===== src/rtl/dpll_pkg.sv =====
package dpll_pkg;

  // Strobes issued by the control unit to the datapath each cycle
  typedef struct packed {
    logic step;    // accept the sample presented this cycle
    logic reload;  // integrator escaped the window: load the upper edge
  } dpllStrobes_t;

endpackage


===== src/rtl/dpll_datapath.sv =====
module dpll_datapath
  import dpll_pkg::*;
#(
  parameter int SAMPLE_W    = 12,
  parameter int PHASE_W     = 16,
  parameter int FRAC_W      = 8,
  parameter int CENTER_WORD = 15135,
  parameter int HALF_WORD   = 887,
  parameter int KP_GAIN     = 64,
  parameter int KI_GAIN     = 4,
  parameter int ACC_W       = PHASE_W + FRAC_W + SAMPLE_W + 4
) (
  input  logic                       clk,
  input  logic                       rst,
  input  dpllStrobes_t               strb,
  input  logic signed [SAMPLE_W-1:0] inSample,
  output logic        [PHASE_W-1:0]  phase,
  output logic        [PHASE_W-1:0]  freqWord,
  output logic signed [SAMPLE_W:0]   phaseErr,
  output logic signed [ACC_W-1:0]    sumOffset
);

  localparam int ERR_W = SAMPLE_W + 1;
  localparam logic signed [ACC_W-1:0] HALF_S   = ACC_W'(HALF_WORD);
  localparam logic signed [ACC_W-1:0] UPPER_S  = HALF_S <<< FRAC_W;
  localparam logic signed [ACC_W-1:0] BOUND_S  = (HALF_S + 1) <<< FRAC_W;
  localparam logic signed [ACC_W-1:0] KP_S     = ACC_W'(KP_GAIN);
  localparam logic signed [ACC_W-1:0] KI_S     = ACC_W'(KI_GAIN);
  localparam logic        [PHASE_W-1:0] CENTER_U = PHASE_W'(CENTER_WORD);
  localparam logic        [PHASE_W-1:0] HALF_U   = PHASE_W'(HALF_WORD);

  logic signed [ACC_W-1:0] integ;
  logic signed [ACC_W-1:0] errAcc;
  logic signed [ACC_W-1:0] integSum;
  logic signed [ACC_W-1:0] integNext;
  logic signed [ACC_W-1:0] filtOffset;
  logic signed [ACC_W-1:0] clampOffset;
  logic        [PHASE_W-1:0] freqNext;
  logic        refPos;
  logic signed [ERR_W-1:0] sampleExt;

  // Square-wave quadrature reference from the two top phase bits
  assign refPos    = (phase[PHASE_W-1] == phase[PHASE_W-2]);
  assign sampleExt = {inSample[SAMPLE_W-1], inSample};
  assign phaseErr  = refPos ? sampleExt : -sampleExt;
  assign errAcc    = {{(ACC_W-ERR_W){phaseErr[ERR_W-1]}}, phaseErr};

  // Integral path and its window test value
  assign integSum  = integ + KI_S * errAcc;
  assign sumOffset = integSum >>> FRAC_W;
  assign integNext = strb.reload ? UPPER_S : integSum;

  // Proportional path added on top of the updated integrator
  assign filtOffset = (integNext + KP_S * errAcc) >>> FRAC_W;

  always_comb begin
    if (filtOffset > HALF_S)       clampOffset = HALF_S;
    else if (filtOffset < -HALF_S) clampOffset = -HALF_S;
    else                           clampOffset = filtOffset;
  end

  assign freqNext = CENTER_U + clampOffset[PHASE_W-1:0];

  always_ff @(posedge clk) begin
    if (rst) begin
      phase    <= '0;
      integ    <= UPPER_S;
      freqWord <= CENTER_U + HALF_U;
    end else if (strb.step) begin
      phase    <= phase + freqWord;
      integ    <= integNext;
      freqWord <= freqNext;
    end
  end

  AST_PHASE_STEP: assert property (@(posedge clk) disable iff (rst)
    strb.step |=> (phase == PHASE_W'($past(phase) + $past(freqWord))));

  AST_PHASE_HOLD: assert property (@(posedge clk) disable iff (rst)
    !strb.step |=> ($stable(phase) && $stable(freqWord)));

  AST_WORD_IN_WINDOW: assert property (@(posedge clk) disable iff (rst)
    (freqWord >= CENTER_U - HALF_U) && (freqWord <= CENTER_U + HALF_U));

  AST_INTEG_BOUNDED: assert property (@(posedge clk) disable iff (rst)
    (integ < BOUND_S) && (integ >= -UPPER_S));

  AST_RELOAD_UPPER: assert property (@(posedge clk) disable iff (rst)
    (strb.step && strb.reload) |=> (integ == UPPER_S));

endmodule


===== src/rtl/dpll_control.sv =====
module dpll_control
  import dpll_pkg::*;
#(
  parameter int SAMPLE_W    = 12,
  parameter int PHASE_W     = 16,
  parameter int FRAC_W      = 8,
  parameter int HALF_WORD   = 887,
  parameter int LOCK_SHIFT  = 4,
  parameter int LOCK_THRESH = 64,
  parameter int LOCK_COUNT  = 256,
  parameter int ACC_W       = PHASE_W + FRAC_W + SAMPLE_W + 4
) (
  input  logic                     clk,
  input  logic                     rst,
  input  logic                     inValid,
  input  logic signed [SAMPLE_W:0] phaseErr,
  input  logic signed [ACC_W-1:0]  sumOffset,
  output dpllStrobes_t             strb,
  output logic                     locked
);

  localparam int ERR_W = SAMPLE_W + 1;
  localparam int LP_W  = ERR_W + 2;
  localparam int CNT_W = $clog2(LOCK_COUNT + 1);
  localparam logic signed [ACC_W-1:0] HALF_S   = ACC_W'(HALF_WORD);
  localparam logic signed [LP_W-1:0]  THRESH_S = LP_W'(LOCK_THRESH);
  localparam logic        [CNT_W-1:0] LAST_CNT = CNT_W'(LOCK_COUNT - 1);

  logic signed [LP_W-1:0] lp;
  logic signed [LP_W-1:0] lpNext;
  logic signed [LP_W-1:0] lpDiff;
  logic signed [LP_W-1:0] lpMag;
  logic        [CNT_W-1:0] quietCnt;
  logic        outOfWindow;
  logic        quiet;

  // Window monitor on the candidate integrator value
  assign outOfWindow = (sumOffset > HALF_S) || (sumOffset < -HALF_S);
  assign strb.step   = inValid;
  assign strb.reload = inValid && outOfWindow;

  // First-order low-pass of the phase error for lock detection
  assign lpDiff = {{(LP_W-ERR_W){phaseErr[ERR_W-1]}}, phaseErr} - lp;
  assign lpNext = lp + (lpDiff >>> LOCK_SHIFT);
  assign lpMag  = lpNext[LP_W-1] ? -lpNext : lpNext;
  assign quiet  = lpMag < THRESH_S;

  always_ff @(posedge clk) begin
    if (rst) begin
      lp       <= '0;
      quietCnt <= '0;
      locked   <= 1'b0;
    end else if (inValid) begin
      lp <= lpNext;
      if (strb.reload || !quiet) begin
        quietCnt <= '0;
        locked   <= 1'b0;
      end else if (!locked) begin
        if (quietCnt == LAST_CNT) locked   <= 1'b1;
        else                      quietCnt <= quietCnt + 1'b1;
      end
    end
  end

  AST_RELOAD_DROPS_LOCK: assert property (@(posedge clk) disable iff (rst)
    strb.reload |=> !locked);

  AST_LOCK_HOLD: assert property (@(posedge clk) disable iff (rst)
    !inValid |=> $stable(locked));

  AST_LOCK_RISE_QUIET: assert property (@(posedge clk) disable iff (rst)
    $rose(locked) |-> $past(inValid && !strb.reload));

  AST_LOUD_DROPS_LOCK: assert property (@(posedge clk) disable iff (rst)
    (inValid && !quiet) |=> !locked);

endmodule


===== src/rtl/dpll_tone_tracker.sv =====
module dpll_tone_tracker
  import dpll_pkg::*;
#(
  parameter int SAMPLE_W    = 12,
  parameter int PHASE_W     = 16,
  parameter int FRAC_W      = 8,
  parameter int CENTER_WORD = 15135,
  parameter int HALF_WORD   = 887,
  parameter int KP_GAIN     = 64,
  parameter int KI_GAIN     = 4,
  parameter int LOCK_SHIFT  = 4,
  parameter int LOCK_THRESH = 64,
  parameter int LOCK_COUNT  = 256
) (
  input  logic                       clk,
  input  logic                       rst,
  input  logic                       inValid,
  input  logic signed [SAMPLE_W-1:0] inSample,
  output logic        [PHASE_W-1:0]  phaseOut,
  output logic        [PHASE_W-1:0]  freqWord,
  output logic                       locked
);

  localparam int ACC_W = PHASE_W + FRAC_W + SAMPLE_W + 4;

  dpllStrobes_t            strb;
  logic signed [SAMPLE_W:0] phaseErr;
  logic signed [ACC_W-1:0]  sumOffset;

  dpll_control #(
    .SAMPLE_W(SAMPLE_W), .PHASE_W(PHASE_W), .FRAC_W(FRAC_W),
    .HALF_WORD(HALF_WORD), .LOCK_SHIFT(LOCK_SHIFT),
    .LOCK_THRESH(LOCK_THRESH), .LOCK_COUNT(LOCK_COUNT), .ACC_W(ACC_W)
  ) uCtrl (
    .clk(clk), .rst(rst), .inValid(inValid), .phaseErr(phaseErr),
    .sumOffset(sumOffset), .strb(strb), .locked(locked)
  );

  dpll_datapath #(
    .SAMPLE_W(SAMPLE_W), .PHASE_W(PHASE_W), .FRAC_W(FRAC_W),
    .CENTER_WORD(CENTER_WORD), .HALF_WORD(HALF_WORD),
    .KP_GAIN(KP_GAIN), .KI_GAIN(KI_GAIN), .ACC_W(ACC_W)
  ) uPath (
    .clk(clk), .rst(rst), .strb(strb), .inSample(inSample),
    .phase(phaseOut), .freqWord(freqWord), .phaseErr(phaseErr),
    .sumOffset(sumOffset)
  );

endmodule


===== config.mk =====
export PLATFORM = sky130hd
export DESIGN_NAME = dpll_tone_tracker
export DESIGN_NICKNAME = d
export VERILOG_FILES = /design/src/rtl/dpll_pkg.sv /design/src/rtl/dpll_datapath.sv /design/src/rtl/dpll_control.sv /design/src/rtl/dpll_tone_tracker.sv
export SDC_FILE = /design/constraint.sdc
export NUM_CORES = 1
export LEC_CHECK = 0
export ABC_CLOCK_PERIOD_IN_PS = 20000
export BUFFER_PORTS_ARGS = -buffer_cell sky130_fd_sc_hd__buf_2
export CAP_MARGIN = 25
export CORE_ASPECT_RATIO = 0.8
export CORE_MARGIN = 2
export CORE_UTILIZATION = 34
export CTS_CLUSTER_SIZE = 14
export DETAILED_ROUTE_END_ITERATION = 10
export GPL_TIMING_DRIVEN = 0
export PLACE_DENSITY_LB_ADDON = 0.25
export SETUP_SLACK_MARGIN = 0.1
export SLEW_MARGIN = 10
export SYNTH_ARGS = -nofsm -noshare
export SYNTH_HDL_FRONTEND = slang
export SYNTH_SLANG_ARGS = --single-unit

===== constraint.sdc =====
create_clock -name clk -period 20 [get_ports clk]
set_input_delay 1 -clock clk [delete_from_list [all_inputs] [get_ports clk]]
set_output_delay 1 -clock clk [all_outputs]
set_load 0.05 [all_outputs]

==> results.toml <==
[logic_synthesis]
synth_top_family_by_area = "compound AO/OA/AOI/OAI gates"
syn-num-nets = 1702
yosysSeqAreaShare = 0.165
synth-compound-area-share = 0.308
synthMuxAreaShare = 0.0278
synth_xor_xnor_area_share = 0.0729
synth_area_um2 = 11500
ys.flop_type = "dfxtp_1"
synth_adder_area_share = 0.131
yosysWarnings = 0
ys_types = 93
yosys.area_share.simple = 0.249
ys_seq_elements = 95
synth_edf_count = 0
async_reset_ff_frac = 0
syn_inst = 1568
synth_area_per_cell_um2 = 7.34

[placement]
dp_hpwl_mm = 30.2
place_congestion = 0.955
io_buffers = 47

[sta]
maxSlewViolCount = 0
fin_crit_sh = 0.649
fin_skew_ns = 0.0116
slew_headroom = 0.318
fin_hold_ws_ns = 0.463
finalSetupViolCount = 0
rsz0062_at_grt = "no"
hold_viol = 0
fmax_mhz = 77.0
tightest_slew_ns = 1.02
fin_setup_tns_ns = 0
period_needed_ns = 12.98

[cts]
h-tree-depth = 3
cts_buffer_depth = 2
cts_tree = "done"
numCtsBuffers = 9
post_cts_resized = 0
hold_buffers = 0
clkTransAtPathRegs_ns = 0.08
clkSinkCount = 95
clkLatencyLatePin_ns = 0.38
postCtsSetupBuffers = 0
cts_root_buf = "clkbuf_16"

[min_path]
worstHoldStart = "uPath.integ[20]$_SDFFE_PP0P_"
hp-class = "reg -> reg"
holdPathEnd = "uPath.integ[20]$_SDFFE_PP0P_"
min_path_cells = 1

[critical_path]
critPathSlowestCell = "o311ai_0"
r2r_start = "uPath.phase[14]$_SDFFE_PP0P_"
cpMostUsedCell = "a21oi_1"
setup.worst_path.class = "in -> reg"
end_kind = "register"
worstPathRequired_ns = 20.28
cp-start-kind = "input pin"
critPathLaunch = "inSample[3]"
crit_path_max_fanout = 10
worstReg2RegEnd = "uPath.freqWord[10]$_SDFFE_PP1P_"
critPathMaxStageDelay_ns = 0.70
cp.arrival_ns = 13.26
rrSetupSlack_ns = 7.65
r2r_cells = 36

[floorplanning]
core-area_um2 = 33500
ios = 48
initial_utilization = 0.344
design.die.area_um2 = 35400
fp-row-count = 60
die_w_um = 210
dieHeight_um = 169

[detailed_routing]
first_pass_iters = 5
wl_per_cell_um = 18.0
drt_iter0_drc = 1053
drt_wl_total_mm = 37.2
viasPerCell = 5.85
drc = 0
vias = 12100
antenna_left = 0

[cells_and_area]
drive_above_1_share = 0.0698
synthToLayoutAreaGrowth_pct = 9.57
fin_nets = 1762
fin_util = 0.377
antenna_cells = 0

[run]
cap_violations = 0

[run_status]
status = "completed"

[grt]
grt_usage = 0.208
grt_max_degree = 31
antenna_found_initial = 0
grt_pass1_vias = 10900
grt.overflow.total = 0
grt_first_pass_wirelength_mm = 59.0
## cell families (layout without fill, tap and decap cells)
group / Yosys count / in the layout
XOR/XNOR: 95 / 95
AND/OR/NAND/NOR: 571 / 571
buffers and inverters: 132 / 197
adder cells (fa/ha/maj): 119 / 119
multiplexers: 32 / 32
AO/OA/AOI/OAI: 524 / 524
flip-flops: 95 / 95
## routing by layer
layer	up-vias	GRT usage	share of wire	wire [µm]
met1	5674	0.308	0.50	18800
met3	39	0.0421	0.073	2730
met4	0	0.0549	0.019	706
li1	5985	-	-	-
met2	386	0.305	0.40	15000
met5	-	0	0	0
## worst max-delay path: cells and delay by family
kind	cells	cell delay, ns
xor gates and xnor gates	1	0.57
adders and majority gates	3	0.67
buffers and inverters	4	1.41
muxes	1	0.29
and+or+nand+nor	12	3.32
AOI/OAI and AO/OA	17	6.00
## flip-flops by register name (all words and copies together) (netlist names)
signal          flops
uCtrl.locked        1
uCtrl.lp           15
uCtrl.quietCnt      9
uPath.freqWord     16
uPath.integ        38
uPath.phase        16
## Yosys cell counts, types with 15 or more instances
master,n,share of area
or3_1,23,0.013
inv_1,60,0.020
o21a_1,34,0.022
nor3_1,53,0.023
nor2_1,147,0.048
clkbuf_1,57,0.019
a21oi_1,138,0.060
and3_1,18,0.0098
nand2_1,138,0.045
xnor2_1,64,0.049
nand3_1,44,0.019
ha_1,116,0.13
nand2b_1,18,0.0098
dfxtp_1,95,0.17
or4_1,15,0.0098
o211ai_1,28,0.018
o21bai_1,30,0.020
o21ai_0,75,0.033
and2_1,26,0.014
mux2i_1,32,0.028
a211oi_1,16,0.010
a21o_1,59,0.038
xor2_1,30,0.023
nand4_1,27,0.015
## how the worst max path moves through the flow
| stage | to | depth (start not counted) |
|---|---|---|
| global placement | uPath.freqWord[10]$_SDFFE_PP1P_ | 39 |
| global route | uPath.freqWord[10]$_SDFFE_PP1P_ | 38 |
| detailed placement | uPath.freqWord[10]$_SDFFE_PP1P_ | 42 |
| floorplan | uPath.freqWord[10]$_SDFFE_PP1P_ | 42 |
| finish | uPath.freqWord[10]$_SDFFE_PP1P_ | 38 |
| CTS | uPath.freqWord[10]$_SDFFE_PP1P_ | 41 |
## metrics by stage
step	worst slack, ns	area (µm²)	instances
2_1_floorplan	9.25	11500	1568
3_3_place_gp	5.95	12300	2049
3_5_place_dp	6.87	12300	2050
4_1_cts	7.24	12600	2066
5_1_grt	6.32	12600	2067
6_report	7.02	12600	2067
## layout by cell type, fill, tap and decap left out, types with 30 or more instances in the layout
cell | Yosys | layout
a21o_1 | 59 | 59
a21oi_1 | 138 | 138
buf_2 | 11 | 58
clkbuf_1 | 57 | 57
dfxtp_1 | 95 | 95
ha_1 | 116 | 116
inv_1 | 60 | 60
mux2i_1 | 32 | 32
nand2_1 | 138 | 138
nand3_1 | 44 | 44
nor2_1 | 147 | 147
nor3_1 | 53 | 53
o21a_1 | 34 | 34
o21ai_0 | 75 | 75
o21bai_1 | 30 | 30
xnor2_1 | 64 | 64
xor2_1 | 30 | 30
## final cells by class
| type | count | area [µm²] |
|---|---|---|
| flip-flops and latches | 95 | 1900 |
| repair buffers | 49 | 263 |
| clock inverters | 7 | 62.6 |
| inverters | 61 | 229 |
| well taps | 434 | 543 |
| fillers | 3553 | 20900 |
| multi-input cells | 1341 | 9100 |
| plain buffers | 71 | 292 |
| clock buffers | 9 | 225 |
Power is not shown: default switching activity piles up to over one toggle a cycle in this logic, so the estimate is an artifact.
